**src/rtl/sram_ctl_pkg.sv**
```systemverilog
// Shared types and elaboration-time helpers for the SRAM bus controller.
// Assumes all timing inputs are non-negative integers in nanoseconds.
package sram_ctl_pkg;

    typedef enum logic [2:0] {
        PH_IDLE,
        PH_READ,
        PH_WPULSE,
        PH_WHOLD,
        PH_RECOVER
    } phase_t;

    // Round a nanosecond limit up to whole clock periods.
    function automatic int unsigned ns_to_clk(input int unsigned ns, input int unsigned period_ns);
        return (ns + period_ns - 1) / period_ns;
    endfunction

    function automatic int unsigned max_u(input int unsigned a, input int unsigned b);
        return (a > b) ? a : b;
    endfunction

    // Remainder of a minimum period after an active span, floored at zero.
    function automatic int unsigned rem_u(input int unsigned total, input int unsigned used);
        return (total > used) ? (total - used) : 0;
    endfunction

endpackage

```
**src/rtl/sram_phase_timer.sv**
```systemverilog
// Loadable down-counter that times each phase of an access.
// Assumes load values are phase length minus one; expired is high at zero.
module sram_phase_timer #(
    parameter int unsigned CNT_W = 4
) (
    input  logic             clk,
    input  logic             rst_n,
    input  logic             load,
    input  logic [CNT_W-1:0] load_val,
    output logic             expired
);

    logic [CNT_W-1:0] cnt;

    // Count down toward zero; a load restarts the phase.
    always_ff @(posedge clk) begin
        if (!rst_n)
            cnt <= '0;
        else if (load)
            cnt <= load_val;
        else if (cnt != '0)
            cnt <= cnt - 1'b1;
    end

    assign expired = (cnt == '0);

endmodule

```
**src/rtl/sram_strobe_fsm.sv**
```systemverilog
// Access sequencer: picks the phase, loads the timer and registers the
// RAM strobes and data-driver enable from the next phase.
// Assumes phase lengths are at least one cycle and fit in CNT_W bits.
module sram_strobe_fsm
    import sram_ctl_pkg::*;
#(
    parameter int unsigned CNT_W    = 4,
    parameter int unsigned RD_ACT   = 13,
    parameter int unsigned WR_PULSE = 10,
    parameter int unsigned WR_HOLD  = 2,
    parameter int unsigned RD_GAP   = 5,
    parameter int unsigned WR_GAP   = 1
) (
    input  logic             clk,
    input  logic             rst_n,
    input  logic             req,
    input  logic             req_write,
    input  logic             expired,
    output logic             load,
    output logic [CNT_W-1:0] load_val,
    output logic             launch,
    output logic             capture,
    output logic             ce_n,
    output logic             oe_n,
    output logic             we_n,
    output logic             drive_en,
    output logic             done
);

    phase_t state, nxt;
    logic   finish;
    logic   can_start;

    assign can_start = (state == PH_IDLE) || ((state == PH_RECOVER) && expired);

    // Next phase, timer reload and one-cycle actions.
    always_comb begin
        nxt      = state;
        load     = 1'b0;
        load_val = '0;
        launch   = 1'b0;
        capture  = 1'b0;
        finish   = 1'b0;
        if (can_start) begin
            if (req) begin
                launch = 1'b1;
                load   = 1'b1;
                if (req_write) begin
                    nxt      = PH_WPULSE;
                    load_val = CNT_W'(WR_PULSE - 1);
                end else begin
                    nxt      = PH_READ;
                    load_val = CNT_W'(RD_ACT - 1);
                end
            end else begin
                nxt = PH_IDLE;
            end
        end else begin
            case (state)
                PH_READ: if (expired) begin
                    capture  = 1'b1;
                    finish   = 1'b1;
                    nxt      = PH_RECOVER;
                    load     = 1'b1;
                    load_val = CNT_W'(RD_GAP - 1);
                end
                PH_WPULSE: if (expired) begin
                    nxt      = PH_WHOLD;
                    load     = 1'b1;
                    load_val = CNT_W'(WR_HOLD - 1);
                end
                PH_WHOLD: if (expired) begin
                    finish   = 1'b1;
                    nxt      = PH_RECOVER;
                    load     = 1'b1;
                    load_val = CNT_W'(WR_GAP - 1);
                end
                default: nxt = state;
            endcase
        end
    end

    // Phase register and strobes registered from the next phase.
    always_ff @(posedge clk) begin
        if (!rst_n) begin
            state    <= PH_IDLE;
            ce_n     <= 1'b1;
            oe_n     <= 1'b1;
            we_n     <= 1'b1;
            drive_en <= 1'b0;
            done     <= 1'b0;
        end else begin
            state    <= nxt;
            ce_n     <= !((nxt == PH_READ) || (nxt == PH_WPULSE) || (nxt == PH_WHOLD));
            oe_n     <= !(nxt == PH_READ);
            we_n     <= !(nxt == PH_WPULSE);
            drive_en <= (nxt == PH_WPULSE) || (nxt == PH_WHOLD);
            done     <= finish;
        end
    end

    // Checker counters: length of the current low run of each strobe.
    logic [CNT_W:0] we_run;
    logic [CNT_W:0] oe_run;

    // Track how many cycles each strobe has been low.
    always_ff @(posedge clk) begin
        if (!rst_n) begin
            we_run <= '0;
            oe_run <= '0;
        end else begin
            we_run <= we_n ? '0 : we_run + 1'b1;
            oe_run <= oe_n ? '0 : oe_run + 1'b1;
        end
    end

    assert_we_width_R4: assert property (@(posedge clk) disable iff (!rst_n)
        $rose(we_n) |-> (we_run == (CNT_W+1)'(WR_PULSE)));

    assert_rd_width_R2: assert property (@(posedge clk) disable iff (!rst_n)
        $rose(oe_n) |-> (oe_run == (CNT_W+1)'(RD_ACT)));

    assert_no_oe_in_write_R7: assert property (@(posedge clk) disable iff (!rst_n)
        !we_n |-> oe_n);

    assert_done_single_R3: assert property (@(posedge clk) disable iff (!rst_n)
        done |=> !done);

endmodule

```
**src/rtl/sram_data_path.sv**
```systemverilog
// Address and write-data launch registers and the read-capture register.
// Assumes launch and capture are single-cycle strobes from the sequencer.
module sram_data_path #(
    parameter int unsigned ADDR_W = 13,
    parameter int unsigned DATA_W = 8
) (
    input  logic              clk,
    input  logic              rst_n,
    input  logic              launch,
    input  logic              capture,
    input  logic [ADDR_W-1:0] host_addr,
    input  logic [DATA_W-1:0] host_wdata,
    input  logic [DATA_W-1:0] ram_dq_in,
    output logic [ADDR_W-1:0] ram_addr,
    output logic [DATA_W-1:0] ram_dq_out,
    output logic [DATA_W-1:0] host_rdata
);

    // Sample host fields on acceptance; keep them for the whole access.
    always_ff @(posedge clk) begin
        if (!rst_n) begin
            ram_addr   <= '0;
            ram_dq_out <= '0;
        end else if (launch) begin
            ram_addr   <= host_addr;
            ram_dq_out <= host_wdata;
        end
    end

    // Capture the RAM byte at the end of the read window.
    always_ff @(posedge clk) begin
        if (!rst_n)
            host_rdata <= '0;
        else if (capture)
            host_rdata <= ram_dq_in;
    end

    assert_rdata_hold_R3: assert property (@(posedge clk) disable iff (!rst_n)
        !capture |=> $stable(host_rdata));

endmodule

```
**src/rtl/sram_bus_ctl.sv**
```systemverilog
// Top of the asynchronous SRAM controller. Converts nanosecond limits into
// cycle counts and wires the timer, sequencer and data path together.
// Assumes a synchronous host that holds its request fields until accepted.
module sram_bus_ctl
    import sram_ctl_pkg::*;
#(
    parameter int unsigned ADDR_W      = 13,
    parameter int unsigned DATA_W      = 8,
    parameter int unsigned CLK_NS      = 8,
    parameter int unsigned T_CYCLE_NS  = 100,
    parameter int unsigned T_WPULSE_NS = 80,
    parameter int unsigned T_DSETUP_NS = 50,
    parameter int unsigned T_DHOLD_NS  = 5,
    parameter int unsigned T_AHOLD_NS  = 10,
    parameter int unsigned T_CEACC_NS  = 100,
    parameter int unsigned T_OEACC_NS  = 50,
    parameter int unsigned T_OEOFF_NS  = 40
) (
    input  logic              clk,
    input  logic              rst_n,
    input  logic              host_req,
    input  logic              host_write,
    input  logic [ADDR_W-1:0] host_addr,
    input  logic [DATA_W-1:0] host_wdata,
    output logic              host_done,
    output logic [DATA_W-1:0] host_rdata,
    output logic [ADDR_W-1:0] ram_addr,
    output logic              ram_ce_n,
    output logic              ram_oe_n,
    output logic              ram_we_n,
    output logic [DATA_W-1:0] ram_dq_out,
    output logic              ram_dq_oe,
    input  logic [DATA_W-1:0] ram_dq_in
);

    localparam int unsigned C_CYC  = ns_to_clk(T_CYCLE_NS, CLK_NS);
    localparam int unsigned C_WP   = ns_to_clk(T_WPULSE_NS, CLK_NS);
    localparam int unsigned C_DS   = ns_to_clk(T_DSETUP_NS, CLK_NS);
    localparam int unsigned C_DH   = ns_to_clk(T_DHOLD_NS, CLK_NS);
    localparam int unsigned C_AH   = ns_to_clk(T_AHOLD_NS, CLK_NS);
    localparam int unsigned C_CEA  = ns_to_clk(T_CEACC_NS, CLK_NS);
    localparam int unsigned C_OEA  = ns_to_clk(T_OEACC_NS, CLK_NS);
    localparam int unsigned C_OFF  = ns_to_clk(T_OEOFF_NS, CLK_NS);

    localparam int unsigned RD_ACT   = max_u(max_u(C_CEA, C_OEA), 1);
    localparam int unsigned WR_PULSE = max_u(max_u(C_WP, C_DS), 1);
    localparam int unsigned WR_HOLD  = max_u(max_u(C_AH, C_DH), 1);
    localparam int unsigned WR_ACT   = WR_PULSE + WR_HOLD;
    localparam int unsigned RD_GAP   = max_u(max_u(C_OFF, rem_u(C_CYC, RD_ACT)), 1);
    localparam int unsigned WR_GAP   = max_u(rem_u(C_CYC, WR_ACT), 1);
    localparam int unsigned MAX_LEN  = max_u(max_u(max_u(RD_ACT, WR_PULSE), max_u(WR_HOLD, RD_GAP)), WR_GAP);
    localparam int unsigned CNT_W    = $clog2(MAX_LEN + 1);

    logic             t_load;
    logic [CNT_W-1:0] t_val;
    logic             t_expired;
    logic             launch;
    logic             capture;

    sram_phase_timer #(.CNT_W(CNT_W)) u_timer (
        .clk      (clk),
        .rst_n    (rst_n),
        .load     (t_load),
        .load_val (t_val),
        .expired  (t_expired)
    );

    sram_strobe_fsm #(
        .CNT_W    (CNT_W),
        .RD_ACT   (RD_ACT),
        .WR_PULSE (WR_PULSE),
        .WR_HOLD  (WR_HOLD),
        .RD_GAP   (RD_GAP),
        .WR_GAP   (WR_GAP)
    ) u_fsm (
        .clk       (clk),
        .rst_n     (rst_n),
        .req       (host_req),
        .req_write (host_write),
        .expired   (t_expired),
        .load      (t_load),
        .load_val  (t_val),
        .launch    (launch),
        .capture   (capture),
        .ce_n      (ram_ce_n),
        .oe_n      (ram_oe_n),
        .we_n      (ram_we_n),
        .drive_en  (ram_dq_oe),
        .done      (host_done)
    );

    sram_data_path #(.ADDR_W(ADDR_W), .DATA_W(DATA_W)) u_data (
        .clk        (clk),
        .rst_n      (rst_n),
        .launch     (launch),
        .capture    (capture),
        .host_addr  (host_addr),
        .host_wdata (host_wdata),
        .ram_dq_in  (ram_dq_in),
        .ram_addr   (ram_addr),
        .ram_dq_out (ram_dq_out),
        .host_rdata (host_rdata)
    );

    assert_addr_stable_R6: assert property (@(posedge clk) disable iff (!rst_n)
        !ram_ce_n |=> (ram_ce_n || $stable(ram_addr)));

    assert_no_contention_R7: assert property (@(posedge clk) disable iff (!rst_n)
        ram_dq_oe |-> (ram_oe_n && !ram_ce_n));

    assert_done_on_release_R5: assert property (@(posedge clk) disable iff (!rst_n)
        host_done |-> (ram_ce_n && !ram_dq_oe));

endmodule

```
**config.mk**
```make
export PLATFORM = sky130hd
export DESIGN_NAME = sram_bus_ctl
export DESIGN_NICKNAME = d
export VERILOG_FILES = /design/src/rtl/sram_ctl_pkg.sv /design/src/rtl/sram_phase_timer.sv /design/src/rtl/sram_strobe_fsm.sv /design/src/rtl/sram_data_path.sv /design/src/rtl/sram_bus_ctl.sv
export SDC_FILE = /design/constraint.sdc
export NUM_CORES = 1
export LEC_CHECK = 0
export ABC_AREA = 1
export BUFFER_PORTS_ARGS = -buffer_cell sky130_fd_sc_hd__buf_2
export CAP_MARGIN = 10
export CORE_MARGIN = 5
export CORE_UTILIZATION = 42
export CTS_BUF_LIST = sky130_fd_sc_hd__clkbuf_16
export CTS_CLUSTER_SIZE = 24
export DETAILED_ROUTE_END_ITERATION = 16
export PLACE_DENSITY = 0.75
export SYNTH_ARGS = -nofsm -noshare
export SYNTH_HDL_FRONTEND = slang
export SYNTH_SLANG_ARGS = --single-unit
```
**constraint.sdc**
```tcl
create_clock -name clk -period 1.35 [get_ports clk]
set_input_delay 0.3375 -clock clk [delete_from_list [all_inputs] [get_ports clk]]
set_output_delay 0.3375 -clock clk [all_outputs]
set_load 0.005 [all_outputs]
```
==> flow_metrics.tcl <==
set metrics [dict create \
    place_ws_ns -0.0262 \
    cts_tree "built" \
    tightest_slew_ns 0.280 \
    skew_ns 0.00404 \
    synth_cells 207 \
    required_ns 1.51 \
    crit_chain "inv_2, ha_4, nand2_8, nand2_8, nand4_1, nand2_2, nand2_1, inv_1, nand3_1" \
    critPathLaunchType "register" \
    initial_utilization_pct 43.1 \
    yosys.area.top_type "dfxtp_1" \
    vdd_drop_max_mv 1.26 \
    core-area_sq_um 3660 \
    antenna_cells 0 \
    htree_levels 2 \
    drive_gt1_share_pct 41.4 \
    first_global_vias 1519 \
    cts_sinks 41 \
    report.final.setup_viol 0 \
    rows 22 \
    fin_nets 324 \
    critical_path.slowest_cell "dfxtp_2" \
    root_buffer "clkbuf_16" \
    clock.fmax_mhz 745 \
    final_common_cell "buf_2" \
    hold_path.class "in -> reg" \
    setup_ws_ns 0.00733 \
    die_h_microns 71.3 \
    hold_viol 0 \
    antenna_left 0 \
    seq_area_frac_synth_pct 52.0 \
    syn_nets 241 \
    synth_area_leaders "dfxtp_1 (52%), nand2_1 (15%), a21oi_1 (7.3%)" \
    run_status "completed" \
    syn_area_per_cell_sq_um 7.63 \
    die_area_sq_um 5090 \
    yosysUniqueCellTypes 21 \
    crit_path_end_kind "register" \
    antenna_found_initial 0 \
    syn_to_final_growth_pct 48.2 \
    io_pins 67 \
    port_buffers 66 \
    post-dp-hpwl_microns 2800 \
    crit_type "reg -> reg" \
    drv_slew 0 \
    cp_max_fo 5 \
    ctsLongestPathBuffers 2 \
    gp_congestion 0.875 \
    fp.dieW_microns 71.3 \
    finalCritPeriodShare_pct 99.5 \
    powerDensity_nw_per_um2 1870 \
    max_slew_margin_pct 81.4 \
    dr.pass1.iters 4 \
    hold_ws_ns 0.300 \
    overflow 0 \
    grtUsageTotal_pct 16.2 \
    period_needed_ns 1.34 \
    leakagePower_nw 1.13 \
    yosysWarnings 0 \
    netlist_area_sq_um 1580 \
    drt-total-wl_microns 4440 \
    clk_pin_slew_ns 0.06 \
    yosysTopAreaCellShare_pct 52.0 \
    drc_errors 0 \
    arrival_ns 1.51 \
    drt_iter0_markers 73 \
    critPathMaxStageDelay_ns 0.33 \
    rsz0062_at_grt "true" \
    cpMostUsedCell "nand2_8" \
    vias 1627 \
    grt_pass1_wl_microns 6500 \
    maxCapViolations 0 \
    clock_latency_ns 0.28 \
    ctsHoldBuffers 0 \
    final_cell_mix "buf_2 (66), nand2_1 (61), dfxtp_1 (38)" \
    routed_via_density 4.81 \
    wire_per_inst_microns 13.1 \
    cts_inserted_buffers 5 \
    total_power_mw 4.37 \
    grt_max_degree 23 \
    ys_ff_latch 41 \
]
cell usage after synthesis (all sizes together):
master and instances:
a21oi 23, nor2 23, nor3 3, nand4 4
clkbuf 3, nand2 65, xnor2 1, o21ai 11
dfxtp 41, nand3 9, inv 18, ha 1
buf 4, xor2 1
routing by layer:
metal | track usage [%] | share of wire (%) | up-vias
li1 | - | - | 823
met5 | 0 | 0 | -
met4 | 7.72 | 2.9 | 0
met1 | 18.0 | 39 | 736
met3 | 5.75 | 7.2 | 12
met2 | 27.2 | 51 | 56
flip-flops by register name (all words and copies together) (netlist names):
| register | flops |
|---|---|
| u_fsm.we_n | 1 |
| u_fsm.oe_n | 1 |
| u_fsm.done | 1 |
| u_timer.cnt | 4 |
| u_data.ram_dq_out | 8 |
| u_fsm.state | 3 |
| u_data.host_rdata | 8 |
| u_fsm.drive_en | 1 |
| u_data.ram_addr | 13 |
| u_fsm.ce_n | 1 |
final timing paths:
path | cells past startpoint | slack, ns | endpoint | start
max | 9 | 0.007 | u_fsm.oe_n$_SDFF_PN1_ | u_timer.cnt[0]$_SDFFE_PN0P_
min | 3 | 0.30 | u_data.ram_dq_out[5]$_SDFFE_PN0P_ | host_wdata[5]
max reg2reg | 9 | 0.007 | u_fsm.oe_n$_SDFF_PN1_ | u_timer.cnt[0]$_SDFFE_PN0P_
min reg2reg | 2 | 0.46 | u_data.ram_addr[6]$_SDFFE_PN0P_ | u_data.ram_addr[6]$_SDFFE_PN0P_
where the power goes:
part,total [mW],internal (mW),switching [mW]
registers,1.58,1.43,0.149
logic,1.71,0.774,0.934
clock network,1.08,0.660,0.422
total,4.37,2.86,1.51
worst max-delay path: cells and delay by family, from the launching register on:
kind                       cells  cell delay, ns
and+or+nand+nor                6            0.58
DFF                            1            0.33
adders and majority gates      1            0.17
buffers and inverters          2            0.15
what timing repair did:
item,4_1_cts,5_1_grt
setup endpoints to repair,33,35
gates resized for setup,16,27
pin swaps,4,3
gates cloned,3,0
setup buffers,1,1
through the flow:
step	cell area [sq um]	std cells	util, %	TNS, ns
after floorplan	1580	207	-	0
after global placement	2020	326	55.1	0
after detailed placement	2020	326	55.1	-0.0777
after CTS	2240	337	61.3	0
after global routing	2340	338	63.9	-0.643
final	2340	338	63.9	0
area by class of cell:
cell class              instances  area (sq um)
repair inverters                1          8.76
flip-flops and latches         41           825
fillers                       316          1320
clock inverters                 2          7.51
multi-input cells             142           781
repair buffers                 81           450
inverters                      18          82.6
well taps                      48          60.1
clock buffers                   5           125
cells by family after synthesis:
family / Yosys count / share of synthesized area, %
xor+xnor: 2 / 1.11
compound gates: 34 / 10.8
buf+inv: 25 / 7.21
fa+ha+maj: 1 / 0.792
flops: 41 / 52.0
simple gates: 104 / 28.1
Power figures use the tool's default switching activity.
